### src/rtl/adc_fmt_pkg.sv
package adc_fmt_pkg;

  typedef enum logic [1:0] {
    BUS_FULL  = 2'd0,
    BUS_SIMUL = 2'd1,
    BUS_ALT   = 2'd2,
    BUS_WIDE  = 2'd3
  } bus_mode_e;

  localparam int unsigned LANES = 2;

  function automatic logic is_full_rate(bus_mode_e m);
    return (m == BUS_FULL) || (m == BUS_WIDE);
  endfunction

endpackage

### src/rtl/adc_cfg_latch.sv
module adc_cfg_latch
  import adc_fmt_pkg::*;
(
  input  logic      clk,
  input  logic      rst_n,
  input  logic [1:0] mode_pin,
  input  logic      twos_pin,
  output bus_mode_e mode_q,
  output logic      twos_q
);

  // Configuration follows the pins only while reset is held.
  always_ff @(posedge clk) begin
    if (!rst_n) begin
      mode_q <= bus_mode_e'(mode_pin);
      twos_q <= twos_pin;
    end
  end

endmodule

### src/rtl/adc_code_fmt.sv
module adc_code_fmt #(
  parameter int unsigned DW = 12
) (
  input  logic [DW-1:0] raw_code,
  input  logic          over,
  input  logic          under,
  input  logic          twos,
  output logic [DW-1:0] fmt_code,
  output logic          fmt_ovf
);

  localparam logic [DW-1:0] TOP_CODE = {DW{1'b1}};
  localparam logic [DW-1:0] BOT_CODE = '0;
  localparam logic [DW-1:0] MSB_MASK = {1'b1, {(DW-1){1'b0}}};

  logic [DW-1:0] clamped;

  always_comb begin
    if (over)       clamped = TOP_CODE;
    else if (under) clamped = BOT_CODE;
    else            clamped = raw_code;
    fmt_code = twos ? (clamped ^ MSB_MASK) : clamped;
    fmt_ovf  = over | under;
  end

endmodule

### src/rtl/adc_bus_demux.sv
module adc_bus_demux
  import adc_fmt_pkg::*;
#(
  parameter int unsigned DW = 12
) (
  input  logic          clk,
  input  logic          rst_n,
  input  bus_mode_e     mode,
  input  logic          in_vld,
  input  logic [DW-1:0] in_code,
  input  logic          in_ovf,
  output logic [DW-1:0] a_code,
  output logic          a_ovf,
  output logic          a_vld,
  output logic [DW-1:0] b_code,
  output logic          b_ovf,
  output logic          b_vld
);

  localparam int unsigned WW = DW + 1;

  logic          odd_q;
  logic [WW-1:0] park_q;
  logic [WW-1:0] cur_w;
  logic [WW-1:0] lane_nxt [LANES];
  logic          lane_ld  [LANES];
  logic [WW-1:0] lane_q   [LANES];
  logic          lane_v   [LANES];

  assign cur_w = {in_ovf, in_code};

  always_comb begin
    for (int i = 0; i < LANES; i++) begin
      lane_ld[i]  = 1'b0;
      lane_nxt[i] = cur_w;
    end
    if (in_vld) begin
      unique case (mode)
        BUS_SIMUL: begin
          if (odd_q) begin
            lane_ld[0]  = 1'b1;
            lane_ld[1]  = 1'b1;
            lane_nxt[0] = park_q;
          end
        end
        BUS_ALT: begin
          if (odd_q) lane_ld[1] = 1'b1;
          else       lane_ld[0] = 1'b1;
        end
        default: lane_ld[0] = 1'b1;
      endcase
    end
  end

  // Sample parity and the parked even sample.
  always_ff @(posedge clk) begin
    if (!rst_n) begin
      odd_q  <= 1'b0;
      park_q <= '0;
    end else if (in_vld && !is_full_rate(mode)) begin
      odd_q <= ~odd_q;
      if (!odd_q) park_q <= cur_w;
    end
  end

  for (genvar g = 0; g < LANES; g++) begin : g_lane
    always_ff @(posedge clk) begin
      if (!rst_n) begin
        lane_q[g] <= '0;
        lane_v[g] <= 1'b0;
      end else begin
        lane_v[g] <= lane_ld[g];
        if (lane_ld[g]) lane_q[g] <= lane_nxt[g];
      end
    end
  end

  assign {a_ovf, a_code} = lane_q[0];
  assign {b_ovf, b_code} = lane_q[1];
  assign a_vld = lane_v[0];
  assign b_vld = lane_v[1];

endmodule

### src/rtl/adc_out_fmt.sv
module adc_out_fmt
  import adc_fmt_pkg::*;
#(
  parameter int unsigned DW = 12
) (
  input  logic          clk,
  input  logic          rst_n,
  input  logic [1:0]    bus_mode_sel,
  input  logic          twos_sel,
  input  logic          smp_valid,
  input  logic [DW-1:0] smp_code,
  input  logic          smp_over,
  input  logic          smp_under,
  output logic [DW-1:0] a_data,
  output logic          a_ovf,
  output logic          a_valid,
  output logic [DW-1:0] b_data,
  output logic          b_ovf,
  output logic          b_valid
);

  bus_mode_e     cfg_mode;
  logic          cfg_twos;
  logic [DW-1:0] f_code;
  logic          f_ovf;

  adc_cfg_latch u_cfg (
    .clk      (clk),
    .rst_n    (rst_n),
    .mode_pin (bus_mode_sel),
    .twos_pin (twos_sel),
    .mode_q   (cfg_mode),
    .twos_q   (cfg_twos)
  );

  adc_code_fmt #(.DW(DW)) u_fmt (
    .raw_code (smp_code),
    .over     (smp_over),
    .under    (smp_under),
    .twos     (cfg_twos),
    .fmt_code (f_code),
    .fmt_ovf  (f_ovf)
  );

  adc_bus_demux #(.DW(DW)) u_dmx (
    .clk     (clk),
    .rst_n   (rst_n),
    .mode    (cfg_mode),
    .in_vld  (smp_valid),
    .in_code (f_code),
    .in_ovf  (f_ovf),
    .a_code  (a_data),
    .a_ovf   (a_ovf),
    .a_vld   (a_valid),
    .b_code  (b_data),
    .b_ovf   (b_ovf),
    .b_vld   (b_valid)
  );

endmodule

### config.mk
export PLATFORM = sky130hd
export DESIGN_NAME = adc_out_fmt
export DESIGN_NICKNAME = d
export VERILOG_FILES = /design/src/rtl/adc_fmt_pkg.sv /design/src/rtl/adc_cfg_latch.sv /design/src/rtl/adc_code_fmt.sv /design/src/rtl/adc_bus_demux.sv /design/src/rtl/adc_out_fmt.sv
export SDC_FILE = /design/constraint.sdc
export NUM_CORES = 1
export LEC_CHECK = 0
export ABC_AREA = 0
export BUFFER_PORTS_ARGS = -buffer_cell sky130_fd_sc_hd__clkbuf_2
export CORE_UTILIZATION = 45
export DETAILED_ROUTE_END_ITERATION = 12
export GPL_TIMING_DRIVEN = 0
export PLACE_DENSITY = 0.7
export SYNTH_ARGS = -nofsm -noshare
export SYNTH_HDL_FRONTEND = slang
export SYNTH_SLANG_ARGS = --single-unit
export TNS_END_PERCENT = 1
### constraint.sdc
create_clock -name clk -period 2.4 [get_ports clk]
set_clock_uncertainty 0.05 [all_clocks]
set_input_delay 0.12 -clock clk [delete_from_list [all_inputs] [get_ports clk]]
set_output_delay 0.12 -clock clk [all_outputs]
set_load 0.05 [all_outputs]
# Word-level counts from Yosys, hierarchy flattened
# Memory sizes are Yosys's and may differ from the RTL's.
# Cells that the tools add are included.
[classes] n_eq_ne=3 mux=24 bitwise_logic=7 reduce_logical=4
[ops] operator="two-way mux 13 bit" n=5
[ops] operator="two-way mux 12 bit" n=3
[ops] operator="two-way mux 1 bit" n=12
[ops] operator="OR 1 bit" n=5
[ops] operator="equality test 2 bit (second input constant)" n=2
[ops] operator="two-way mux 2 bit" n=2
[ops] operator="case mux 1 bit (2 select lines)" n=2
[ops] operator="equality test 2 x 1 -> 1 bit (second input constant)" n=1
[ops] operator="zero test 2 bit" n=1
[ops] operator="inverter 1 bit" n=2
[ops] operator="logical AND 1 bit" n=1
[ops] operator="zero test 1 bit" n=1
[ops] operator="logical OR 1 bit" n=1
[totals] register_bits=17 mem_bits_rw=28 inputBits=20 output_inout_bits=28 wordCells=44 n_memories=2
[mem_list] name="u_dmx.lane_q" depth=2 width=13 rd=2 rd_clocked_by_memory_dff=0 write_ports=2 line="adc_bus_demux.sv:27" source="logic [WW-1:0] lane_q [LANES];"
[mem_list] name="u_dmx.lane_v" depth=2 width=1 rd=2 rd_clocked_by_memory_dff=0 write_ports=2 line="adc_bus_demux.sv:28" source="logic lane_v [LANES];"

# Depth between registers and ports, before layout
[logic_depth] ltp_word=8 mapped_depth=8 ltp_nobuf=6

# Modules after synthesis
# From an unflattened synthesis, not the netlist that was laid out.
[hier_totals] cells_unflattened=180 area_unflattened_um2=2010.7
[modules_own_cells] mod="adc_bus_demux" n_inst=1 cells_per_inst=159 area_each_um2=1786.7 seq_area_each_um2=1101.1
[modules_own_cells] mod="adc_code_fmt" n_inst=1 cells_per_inst=17 area_each_um2=130.1 seq_area_each_um2=0.0
[modules_own_cells] mod="adc_cfg_latch" n_inst=1 cells_per_inst=4 area_each_um2=93.8 seq_area_each_um2=90.1

# Worst setup path before layout
# OpenSTA, ideal clock, no wires.
[synth_timing] path_type="register to register" from="register u_cfg.mode_q[0]" to="memory u_dmx.lane_q[1][0] (netlist name) (enable)" setup_ns=0.356 arrival_time_ns=1.287 setup_slack_ns=0.707 stages_incl_launch_ff=6 path_buffers=0 path_cell_list="edfxtp_1 inv_1 ha_1 and2b_4 nand2_1 nand2_1"
[synth_rtl] element="start: declaration" line="adc_cfg_latch.sv:8" source="output bus_mode_e mode_q,"
[synth_rtl] element="start signal: assignment" line="adc_cfg_latch.sv:15" source="mode_q <= bus_mode_e'(mode_pin);"
[synth_rtl] element="end: declaration" line="adc_bus_demux.sv:27"

==> flow_summary.toml <==
[pwr]
p_seq_share_pct = 52.2
intPower_mw = 1.23
p_leak_nw = 0.979
pwr-share-comb_pct = 20.4
vdd_drop_max_mv = 0.319
p_total_mw = 1.78
p_sw_mw = 0.545
p_per_area_nw_per_um2 = 778
sw_frac_of_total_pct = 30.7
p_clk_share_pct = 27.4

[timing]
timing.final.ws_setup_ns = 0.475
slew_viol_final = 0
holdWs_ns = 0.0872
rsz0062_at_grt = "no"
setup_viol = 0
finalHoldViolCount = 0
worst_slew_pin_slew_ns = 0.603
min_period_over_period_pct = 80.2
fmax_ghz = 0.519
maxSlewHeadroom_pct = 59.7
min_period_ns = 1.92
finalSetupTns_ns = 0

[drt]
wire_per_inst_um = 14.2
drt_iter0_markers = 73
vias_per_cell = 5.07
ant_nets = 0
route.detailed.drc = 0
vias = 1358
firstDrtPassIters = 4
wl_um = 3800

[worst_hold_path]
holdCritStartpoint = "rst_n"
min_to = "u_dmx.park_q[11]$_SDFFE_PN0P_"
min_path_type = "in2reg"
whs_path_depth = 3

[run_status]
status = "finished, final reports clean"

[die]
std_cell_rows = 23
io_pins = 48
start_util_pct = 46.8
core_area_um2 = 3970
die_h_um = 66.3
die_x_um = 66.3
die_area_um2 = 4400

[global_route]
grt_pass1_vias = 1240
grt_overflow = 0
grt_pass1_wl_um = 5950
grt_max_degree = 15
track_usage_pct = 19.0
antenna_found_initial = 0

[placed_design]
place_congestion = 0.845
place_ws_ns = 0.466
post-place-cells = 257
portBuffers = 47
dpl.hpwl_um = 2660
postPlaceCellArea_um2 = 2160

[clock_network]
cts_root_buf = "clkbuf_8"
clk_pin_slew_worst_paths_ns = 0.08
numCtsBuffers = 5
cts_buffer_depth = 2
cts_tree = "yes"
cts.sinks = 45
htree_levels = 2
worst_skew_pair.late_latency_ns = 0.30

[worst_setup_path]
timing.rr.start = "u_cfg.mode_q[1]$_DFFE_PN_"
crit_path_end_kind = "flip-flop"
critPathBufInv = 1
ff2ff_path_depth = 5
path_max_fanout = 10
crit_path_top_delay_cell = "clkbuf_1"
rr_endpoint = "u_dmx.lane_q[1][1]$_SDFFCE_PN0P_"
cpPeakStageDelay_ns = 0.42
crit_chain = "ha_1 -> and2b_4 -> nand3_1 -> clkbuf_1 -> nor2_1"
cp_top_family = "simple AND/OR/NAND/NOR gates"
rrSetupSlack_ns = 0.48
worstPathRequired_ns = 2.38
worst_ep_arrival_time_ns = 1.91
startpoint_type = "flip-flop"
worstSetupPathType = "reg2reg"

[layout]
fillCellCount = 367
drive_above_1_share_pct = 34.4
diodes = 0
finalNonFillerCells = 268
nNetsFinal = 239
postLayoutCoreUtil_pct = 57.5
finalInstanceArea_um2 = 2280
area_growth_pct = 22.8

[yosys]
synth_area_leaders = "edfxtp_1 47%, dfxtp_1 17%, nor2_1 7.9%, a211oi_1 6.5%, a211oi_2 5.4%"
synth-edff-count = 29
synthCells = 160
syn_avg_cell_area_um2 = 11.6
synth.yosys.seq_area_share_pct = 64.0
synth_top_area_share_pct = 46.8
synth_nets = 182
yosysUniqueCellTypes = 27
yosysTopAreaCell = "edfxtp_1"
synth_async_sr_flop_share_pct = 0
synth_area_um2 = 1860
yosysMostFrequentCell = "nor2_1"
synthTopCellsByCount = "39 x nor2_1, 29 x edfxtp_1, 16 x a211oi_1, 16 x dfxtp_1, 11 x a21oi_1"
yosys_register_bits = 45
ys_warn_count = 0
synth_top_flop_cell = "edfxtp_1"

[run]
maxCapViolations = 0
[metal layers]
layer | vias up | GRT usage [%] | share of wire [%]
met3 | 7 | 5.69 | 5.4
li1 | 679 | - | -
met5 | - | 0 | 0
met4 | 0 | 6.38 | 1.3
met2 | 40 | 32.0 | 49
met1 | 632 | 23.0 | 44
[how the worst max path moves through the flow]
stage,from,end,slack [ns],cells after the start
4_1_cts,u_cfg.mode_q[0]$_DFFE_PN_,u_dmx.lane_q[1][3]$_SDFFCE_PN0P_,0.46,5
3_5_place_dp,u_cfg.mode_q[0]$_DFFE_PN_,u_dmx.lane_q[1][4]$_SDFFCE_PN0P_,0.47,5
5_1_grt,u_cfg.mode_q[0]$_DFFE_PN_,u_dmx.park_q[8]$_SDFFE_PN0P_,0.38,8
3_3_place_gp,u_cfg.mode_q[0]$_DFFE_PN_,u_dmx.lane_q[1][6]$_SDFFCE_PN0P_,0.51,5
6_report,u_cfg.mode_q[1]$_DFFE_PN_,u_dmx.lane_q[1][1]$_SDFFCE_PN0P_,0.48,5
2_1_floorplan,u_cfg.mode_q[0]$_DFFE_PN_,u_dmx.lane_q[1][0]$_SDFFCE_PN0P_,0.71,5
[power groups by stage]
stage | logic, mW | registers (mW) | clock network [mW]
global route | 0.387 | 0.936 | 0.535
global placement | 0.356 | 0.944 | 0
floorplan | 0.132 | 1.08 | 0
finish | 0.363 | 0.928 | 0.487
detailed placement | 0.361 | 0.946 | 0
CTS | 0.365 | 0.928 | 0.497
[cell type report]
class                      instances  area [µm²]  share of cell area, %
buffer                            11        61.3                   2.68
inverter                           6        22.5                  0.986
sequential                        45        1190                   52.1
clock inverter                     2        13.8                  0.602
timing repair buffer              50         265                   11.6
multi-input combinational         98         586                   25.6
tap                               50        62.6                   2.74
clock buffer                       6        82.6                   3.61
[flip-flops by register name, indices dropped and copies added (netlist names)]
register,count
u_dmx.lane_q,26
u_dmx.park_q,13
u_cfg.mode_q,2
u_dmx.lane_v,2
u_cfg.twos_q,1
u_dmx.odd_q,1
[repair_timing]
action | 4_1_cts | 5_1_grt
resized for setup | 0 | 0
endpoints found under the hold margin | 3 | 0
setup buffers | 0 | 0
hold buffers | 3 | 0
[placed cells by master, fill, tap and decap left out]
cell type      synthesis  routed
buf_6                  1       1
and2b_4                1       1
o31ai_2                1       1
a211oi_2               8       8
nor2_1                39      39
xnor2_1                1       1
dlygate4sd3_1          0       3
buf_1                  1       1
clkbuf_2               0      47
a211oi_1              16      16
nand2_1                6       6
o211ai_1               1       1
o21ai_0                2       2
o22ai_1                1       1
dfxtp_1               16      16
and2_4                 1       1
clkbuf_8               0       6
ha_1                   2       2
or2_2                  1       1
nor2b_1                1       1
nand3_1                2       2
and2b_1                2       2
or2_0                  1       1
edfxtp_1              29      29
clkbuf_1               3       3
clkinv_4               0       1
inv_1                  6       6
clkinv_2               0       1
buf_4                  2       2
buf_2                  4       4
a21oi_2                1       1
a21oi_1               11      11
[logic make-up after synthesis]
group                      count (synthesis)  share of synthesized area [%]
buffers and inverters                     17                           4.51
and+or+nand+nor                           54                           12.4
xor gates and xnor gates                   1                          0.471
adders and majority gates                  2                           1.34
DFF                                       45                           64.0
AOI/OAI and AO/OA                         41                           17.2
[tightest hold or removal path: cells and delay by family]
family,cells,cell delay [ns]
AOI/OAI and AO/OA,1,0.06
buffers and inverters,1,0.13
and+or+nand+nor,1,0.07
No activity file was read; power rests on OpenSTA's default activity.
